File: src/rtl/dbk_pkg.sv
`timescale 1ns/1ps
package dbk_pkg;
   typedef enum logic [2:0] {
      ST_IDLE,
      ST_RD_WC,
      ST_WR_WC,
      ST_RD_MA,
      ST_WR_MA,
      ST_XA,
      ST_XB,
      ST_GAP
   } dbk_state_e;
endpackage

File: src/rtl/dbk_gap_timer.sv
`timescale 1ns/1ps
// Counts the idle interval between words in single-word mode.
module dbk_gap_timer #(
   parameter int GAP_CYCLES = 4
) (
   input  logic clk,
   input  logic rst_n,
   input  logic load,
   output logic expired
);
   generate
      if (GAP_CYCLES == 0) begin : g_none
         assign expired = 1'b1;
      end else begin : g_cnt
         localparam int CW = $clog2(GAP_CYCLES + 1);
         logic [CW-1:0] cnt_q;
         always_ff @(posedge clk) begin
            if (!rst_n)               cnt_q <= '0;
            else if (load)            cnt_q <= CW'(GAP_CYCLES - 1);
            else if (cnt_q != '0)     cnt_q <= cnt_q - CW'(1);
         end
         assign expired = (cnt_q == '0);
      end
   endgenerate
endmodule

File: src/rtl/dbk_disk_addr.sv
`timescale 1ns/1ps
// Disk address counter with region write-lock lookup.
module dbk_disk_addr #(
   parameter int DA_W      = 17,
   parameter int LOCK_BITS = 8
) (
   input  logic                 clk,
   input  logic                 rst_n,
   input  logic                 load,
   input  logic [DA_W-1:0]      load_val,
   input  logic                 step,
   input  logic [LOCK_BITS-1:0] wlock,
   output logic [DA_W-1:0]      da,
   output logic                 locked
);
   localparam int IDX_W = (LOCK_BITS > 1) ? $clog2(LOCK_BITS) : 1;

   initial begin : p_param_chk
      if (LOCK_BITS > 1 && (1 << IDX_W) != LOCK_BITS)
         $fatal(1, "LOCK_BITS must be a power of two");
      if (IDX_W > DA_W)
         $fatal(1, "LOCK_BITS too large for DA_W");
   end

   logic [DA_W-1:0] da_q;
   always_ff @(posedge clk) begin
      if (!rst_n)     da_q <= '0;
      else if (load)  da_q <= load_val;
      else if (step)  da_q <= da_q + DA_W'(1);
   end
   assign da = da_q;

   generate
      if (LOCK_BITS == 1) begin : g_single
         assign locked = wlock[0];
      end else begin : g_region
         assign locked = wlock[da_q[DA_W-1 -: IDX_W]];
      end
   endgenerate
endmodule

File: src/rtl/dbk_seq.sv
`timescale 1ns/1ps
// Per-word access sequencer: count word, address word, then the data cycle.
module dbk_seq
   import dbk_pkg::*;
#(
   parameter int              WORD_W     = 12,
   parameter int              MEXT_W     = 3,
   parameter int              PA_W       = 15,
   parameter int              MEM_WORDS  = 32768,
   parameter int              GAP_CYCLES = 4,
   parameter logic [PA_W-1:0] WC_LOC     = '0,
   parameter logic [PA_W-1:0] MA_LOC     = '0
) (
   input  logic              clk,
   input  logic              rst_n,
   input  logic              start,
   input  logic              start_wr,
   input  logic [MEXT_W-1:0] start_mex,
   input  logic              burst,
   input  logic [WORD_W-1:0] mem_rdata,
   input  logic [WORD_W-1:0] dsk_rdata,
   input  logic              locked,
   input  logic              gap_done,
   output logic [PA_W-1:0]   mem_addr,
   output logic              mem_we,
   output logic [WORD_W-1:0] mem_wdata,
   output logic              dsk_we,
   output logic [WORD_W-1:0] dsk_wdata,
   output logic              da_load,
   output logic              da_step,
   output logic              gap_load,
   output logic              busy,
   output logic              done,
   output logic              irq,
   output logic              wl_err
);
   localparam logic [PA_W:0] MEM_LIM = (PA_W+1)'(MEM_WORDS);

   dbk_state_e        state_q, state_d;
   logic              wr_q, burst_q;
   logic [MEXT_W-1:0] mex_q;
   logic [WORD_W-1:0] wc_q, ma_q;
   logic              done_q, irq_q, err_q;

   logic [PA_W-1:0]   pa;
   logic              pa_ok, last_word, accept;
   logic [WORD_W-1:0] rd_inc;

   assign pa        = {mex_q, ma_q};
   assign pa_ok     = ({1'b0, pa} < MEM_LIM);
   assign last_word = (wc_q == '0);
   assign accept    = (state_q == ST_IDLE) && start;
   assign rd_inc    = mem_rdata + WORD_W'(1);

   always_comb begin
      state_d = state_q;
      unique case (state_q)
         ST_IDLE:  if (start) state_d = ST_RD_WC;
         ST_RD_WC: state_d = ST_WR_WC;
         ST_WR_WC: state_d = ST_RD_MA;
         ST_RD_MA: state_d = ST_WR_MA;
         ST_WR_MA: state_d = ST_XA;
         ST_XA:    state_d = ST_XB;
         ST_XB: begin
            if (last_word)                          state_d = ST_IDLE;
            else if (burst_q || GAP_CYCLES == 0)    state_d = ST_RD_WC;
            else                                    state_d = ST_GAP;
         end
         ST_GAP:   if (gap_done) state_d = ST_RD_WC;
         default:  state_d = ST_IDLE;
      endcase
   end

   always_comb begin
      mem_addr  = WC_LOC;
      mem_we    = 1'b0;
      mem_wdata = rd_inc;
      dsk_we    = 1'b0;
      dsk_wdata = mem_rdata;
      unique case (state_q)
         ST_RD_WC: mem_addr = WC_LOC;
         ST_WR_WC: begin mem_addr = WC_LOC; mem_we = 1'b1; end
         ST_RD_MA: mem_addr = MA_LOC;
         ST_WR_MA: begin mem_addr = MA_LOC; mem_we = 1'b1; end
         ST_XA:    mem_addr = pa;
         ST_XB: begin
            mem_addr  = pa;
            mem_wdata = dsk_rdata;
            mem_we    = !wr_q && pa_ok;
            dsk_we    = wr_q && !locked;
         end
         default: ;
      endcase
   end

   always_ff @(posedge clk) begin
      if (!rst_n) begin
         state_q <= ST_IDLE;
         wr_q    <= 1'b0;
         burst_q <= 1'b0;
         mex_q   <= '0;
         wc_q    <= '0;
         ma_q    <= '0;
         done_q  <= 1'b0;
         irq_q   <= 1'b0;
         err_q   <= 1'b0;
      end else begin
         state_q <= state_d;
         irq_q   <= 1'b0;
         if (accept) begin
            wr_q    <= start_wr;
            burst_q <= burst;
            mex_q   <= start_mex;
            done_q  <= 1'b0;
            err_q   <= 1'b0;
         end
         if (state_q == ST_WR_WC) wc_q <= rd_inc;
         if (state_q == ST_WR_MA) ma_q <= rd_inc;
         if (state_q == ST_XB) begin
            if (wr_q && locked) err_q <= 1'b1;
            if (last_word) begin
               done_q <= 1'b1;
               irq_q  <= 1'b1;
            end
         end
      end
   end

   assign da_load  = accept;
   assign da_step  = (state_q == ST_XB) && !(last_word && wr_q);
   assign gap_load = (state_q == ST_XB) && !last_word && !burst_q;
   assign busy     = (state_q != ST_IDLE);
   assign done     = done_q;
   assign irq      = irq_q;
   assign wl_err   = err_q;
endmodule

File: src/rtl/dbk_engine.sv
`timescale 1ns/1ps
module dbk_engine #(
   parameter int WORD_W     = 12,
   parameter int MEXT_W     = 3,
   parameter int DEXT_W     = 5,
   parameter int LOCK_BITS  = 8,
   parameter int MEM_WORDS  = 32768,
   parameter int GAP_CYCLES = 4,
   parameter int WC_LOC     = 'o7750,
   parameter int MA_LOC     = 'o7751
) (
   input  logic                     clk,
   input  logic                     rst_n,
   input  logic                     start,
   input  logic                     start_wr,
   input  logic [DEXT_W+WORD_W-1:0] start_da,
   input  logic [MEXT_W-1:0]        start_mex,
   input  logic                     burst,
   input  logic [LOCK_BITS-1:0]     wlock,
   output logic [MEXT_W+WORD_W-1:0] mem_addr,
   output logic                     mem_we,
   output logic [WORD_W-1:0]        mem_wdata,
   input  logic [WORD_W-1:0]        mem_rdata,
   output logic [DEXT_W+WORD_W-1:0] dsk_addr,
   output logic                     dsk_we,
   output logic [WORD_W-1:0]        dsk_wdata,
   input  logic [WORD_W-1:0]        dsk_rdata,
   output logic                     busy,
   output logic                     done,
   output logic                     irq,
   output logic                     wl_err,
   output logic [DEXT_W+WORD_W-1:0] cur_da
);
   localparam int PA_W = MEXT_W + WORD_W;
   localparam int DA_W = DEXT_W + WORD_W;

   initial begin : p_param_chk
      if (MEM_WORDS < 1 || MEM_WORDS > (1 << PA_W))
         $fatal(1, "MEM_WORDS out of range");
      if (WC_LOC >= MEM_WORDS || MA_LOC >= MEM_WORDS || WC_LOC == MA_LOC)
         $fatal(1, "control word locations invalid");
      if (GAP_CYCLES < 0)
         $fatal(1, "GAP_CYCLES negative");
   end

   logic            da_load, da_step, gap_load, gap_done, locked;
   logic [DA_W-1:0] da;

   dbk_seq #(
      .WORD_W    (WORD_W),
      .MEXT_W    (MEXT_W),
      .PA_W      (PA_W),
      .MEM_WORDS (MEM_WORDS),
      .GAP_CYCLES(GAP_CYCLES),
      .WC_LOC    (PA_W'(WC_LOC)),
      .MA_LOC    (PA_W'(MA_LOC))
   ) u_seq (
      .clk      (clk),
      .rst_n    (rst_n),
      .start    (start),
      .start_wr (start_wr),
      .start_mex(start_mex),
      .burst    (burst),
      .mem_rdata(mem_rdata),
      .dsk_rdata(dsk_rdata),
      .locked   (locked),
      .gap_done (gap_done),
      .mem_addr (mem_addr),
      .mem_we   (mem_we),
      .mem_wdata(mem_wdata),
      .dsk_we   (dsk_we),
      .dsk_wdata(dsk_wdata),
      .da_load  (da_load),
      .da_step  (da_step),
      .gap_load (gap_load),
      .busy     (busy),
      .done     (done),
      .irq      (irq),
      .wl_err   (wl_err)
   );

   dbk_disk_addr #(
      .DA_W     (DA_W),
      .LOCK_BITS(LOCK_BITS)
   ) u_da (
      .clk     (clk),
      .rst_n   (rst_n),
      .load    (da_load),
      .load_val(start_da),
      .step    (da_step),
      .wlock   (wlock),
      .da      (da),
      .locked  (locked)
   );

   dbk_gap_timer #(
      .GAP_CYCLES(GAP_CYCLES)
   ) u_gap (
      .clk    (clk),
      .rst_n  (rst_n),
      .load   (gap_load),
      .expired(gap_done)
   );

   assign dsk_addr = da;
   assign cur_da   = da;
endmodule

File: config.mk
export PLATFORM = sky130hd
export DESIGN_NAME = dbk_engine
export DESIGN_NICKNAME = d
export VERILOG_FILES = /design/src/rtl/dbk_pkg.sv /design/src/rtl/dbk_gap_timer.sv /design/src/rtl/dbk_disk_addr.sv /design/src/rtl/dbk_seq.sv /design/src/rtl/dbk_engine.sv
export SDC_FILE = /design/constraint.sdc
export NUM_CORES = 1
export LEC_CHECK = 0
export CORE_AREA = 3 3 103 80
export CTS_CLUSTER_DIAMETER = 200
export CTS_CLUSTER_SIZE = 10
export DETAILED_ROUTE_END_ITERATION = 8
export DIE_AREA = 0 0 106 83
export MAX_ROUTING_LAYER = met4
export PLACE_DENSITY_LB_ADDON = 0.05
export SYNTH_ARGS = -nofsm -noshare
export SYNTH_HDL_FRONTEND = slang
export SYNTH_SLANG_ARGS = --single-unit
export TNS_END_PERCENT = 1
File: constraint.sdc
create_clock -name clk -period 2.1 [get_ports clk]
set_input_delay 0.525 -clock clk [delete_from_list [all_inputs] [get_ports clk]]
set_output_delay 0.525 -clock clk [all_outputs]
set_load 0.05 [all_outputs]
==> flow_summary_export.csv <==
group,metric,value,unit
cts,cts_max_level,2,
setup_path,worst_path_largest_cell_delay,0.46,ns
setup_path,crit_path_start,"wlock[2]",
yosys,netlist_area,3118,um2
placed_design,dp_hpwl,7513,um
global_route,met3_usage,3.186,%
cells_and_area,instances_no_fill,642,
global_route,use_met2,35.76,%
detailed_routing,dr.pass1.iters,5,
pwr,peakVddDrop,645.1,uV
cts,clk_path_buf_depth,2,
yosys,async_flop_share,0,%
detailed_routing,drc,0,
cts,cts-root-buf,"clkbuf_8",
setup_path,cp_slowest_cell,"mux4_2",
sta,slew_headroom,60.76,%
yosys,synth_nets,454,
sta,rsz0062_at_grt,"yes",
status,failed_checks,"negative setup slack",
yosys,ys_seq_area_share,35.31,%
die,die_height,83,um
sta,tightest_slew,0.5841,ns
yosys,synth_edf_count,0,
global_route,overflow,0,
detailed_routing,final_antenna_net_count,0,
pwr,leakage,2.350,nW
worst_hold_path,min_path_type,"reg2reg",
global_route,gr-usage-met1,33.46,%
die,die_w,106,um
global_route,grt_pass1_wl,16310,um
cts,cts_buffers,5,
placed_design,port_buffers,135,
die,core,7297,um2
cells_and_area,nets,601,
pwr,p_per_area,983.5,nW/um2
yosys,synth_cells,393,
sta,finalHoldWorstSlack,0.4657,ns
yosys,syn_area_per_cell,7.934,um2
setup_path,r2r_start,"u_seq.wc_q[7]",
setup_path,crit_buf_inv,2,
sta,setup_violations,7,
yosys,ys_warn_count,0,
setup_path,critical_path_required,1.57,ns
global_route,grt_usage,23.19,%
sta,finClkSkew,0.005087,ns
detailed_routing,route.vias.total,3290,
cells_and_area,most-common-layout-cells,"85 x buf_4, 51 x dfxtp_1, 42 x clkdlybuf4s50_1",
yosys,yosys_register_bits,55,
detailed_routing,vias_per_cell,5.125,
cells_and_area,diodes,0,
setup_path,worstPathArrival,1.76,ns
setup_path,worstSetupStartpointType,"input pin",
cells_and_area,syn2layout_area_growth,69.98,%
die,die_area,8798,um2
setup_path,path_cells,"dlygate4sd2_1 > mux4_2 > mux2i_2 > and3_4 > buf_12",
global_route,antenna_found_initial,0,
cts,cts.sinks,55,
pwr,p_total,5.213,mW
cts,clock_latency,0.30,ns
setup_path,worstPathMaxFanout,2,
detailed_routing,wl_per_cell,16.06,um
sta,fmax,438.3,MHz
sta,period_needed,2.281,ns
cts,cts.hold.buffers_added,0,
global_route,grt_max_degree,32,
detailed_routing,initialDrtViolationCount,184,
cts,clk_pin_slew_worst_paths,0.10,ns
die,num_io_pins,136,
setup_path,path_class,"in2out",
placed_design,placed_cells,631,
placed_design,gp_congestion,0.8804,
global_route,busiest_layer,"met2",
run,drv_cap,0,
cells_and_area,drive_gt1_share,34.75,%
yosys,synth_cell_types,45,
yosys,synth-main-ff-cell,"dfxtp_1",
global_route,grt_pass1_vias,3177,
cts,cts_tree,"done",
sta,drv_slew,0,
sta,hold_viol,0,
cells_and_area,post-route-util,72.63,%
cells_and_area,layout_commonest_cell,"buf_4",
setup_path,crit_family,"multiplexers",
die,rows,27,
die,initial_core_util,42.73,%
setup_path,endpoint_kind,"output port",
worst_hold_path,hp-start,"u_seq.mex_q[2]",
sta,setup_slack,-0.1814,ns
detailed_routing,finalWirelength,10310,um
sta,finalCritPeriodShare,108.6,%
status,status,"finished, violations left",
## sequential cells by signal, indices dropped and copies added, names as in the netlist
signal             flops
u_da.da               17
u_gap.g_cnt.cnt_q      3
u_seq.burst_q          1
u_seq.done             1
u_seq.irq              1
u_seq.ma_q            12
u_seq.mex_q            3
u_seq.state_q          3
u_seq.wc_q            12
u_seq.wl_err           1
u_seq.wr_q             1
## layer usage
layer | wire (um) | part of all wire [%]
met1 | 4876 | 47
met2 | 4939 | 48
met3 | 451 | 4.4
met4 | 40 | 0.39
met5 | 0 | 0
## metrics by stage
stage	area, um2	TNS, ns	setup WS [ns]
final	5300	-0.4276	-0.1814
after global routing	5300	-0.9353	-0.2275
after CTS	5209	-0.9716	-0.1892
after detailed placement	4959	-5.768	-0.6278
after global placement	4959	-4.939	-0.5489
after floorplan	3123	-2.515	-0.3253
## cells by family (layout without fill, tap and decap cells)
logic type	count (synthesis)	after routing	share of synthesized area (%)
DFF	55	55	35.31
adders and majority gates	5	5	1.926
and+or+nand+nor	151	152	25.08
muxes	8	8	3.371
AOI/OAI and AO/OA	94	94	17.30
buffers and inverters	58	205	10.83
xor gates and xnor gates	22	22	6.180
## worst reg2reg max path, cell delays in order, from the launching register on
cell and delay [ns]:
dfxtp_1 0.32, nor4_2 0.45, nand4_1 0.45, nand3_1 0.26
mux2i_1 0.20, o22ai_1 0.09
## power breakdown
| group | internal (mW) | switching, mW |
|---|---|---|
| sequential | 1.31 | 0.272 |
| combinational | 1.15 | 1.76 |
| clock | 0.386 | 0.339 |
## worst paths after layout
path	end	slack, ns	cells after the start
worst max-delay path	dsk_we	-0.18	5
worst min-delay path	u_seq.mex_q[2]	0.47	2
worst max register to register	u_da.da[14]	0.21	5
worst min register to register	u_seq.mex_q[2]	0.47	2
## Yosys cell counts (9+ instances only)
library cell	instances	area, um2
and3_1	16	100.1
nand2_1	26	97.59
a211oi_1	12	90.09
nor3_1	10	50.05
clkbuf_1	13	48.80
nor2_1	43	161.4
nand3_1	19	95.09
buf_4	30	225.2
nand2b_1	9	56.30
a21oi_1	41	205.2
xor2_1	15	131.4
nand4_1	9	56.30
dfxtp_1	55	1101
o21ai_0	30	150.1
## final cells by class
class	count	area (um2)
multi-input cells	281	1887
clock inverters	2	35.03
fillers	601	1997
repair buffers	189	2023
clock buffers	6	82.58
well taps	101	126.4
inverters	8	30.03
flip-flops and latches	55	1116
## what timing repair did
item / CTS / global route
cloned: 1 / 0
setup buffers: 1 / 1
endpoints found under the setup margin: 23 / 33
resized for setup: 72 / 37
pin swaps: 17 / 7
Note: power is estimated with default switching activity, not from simulation.
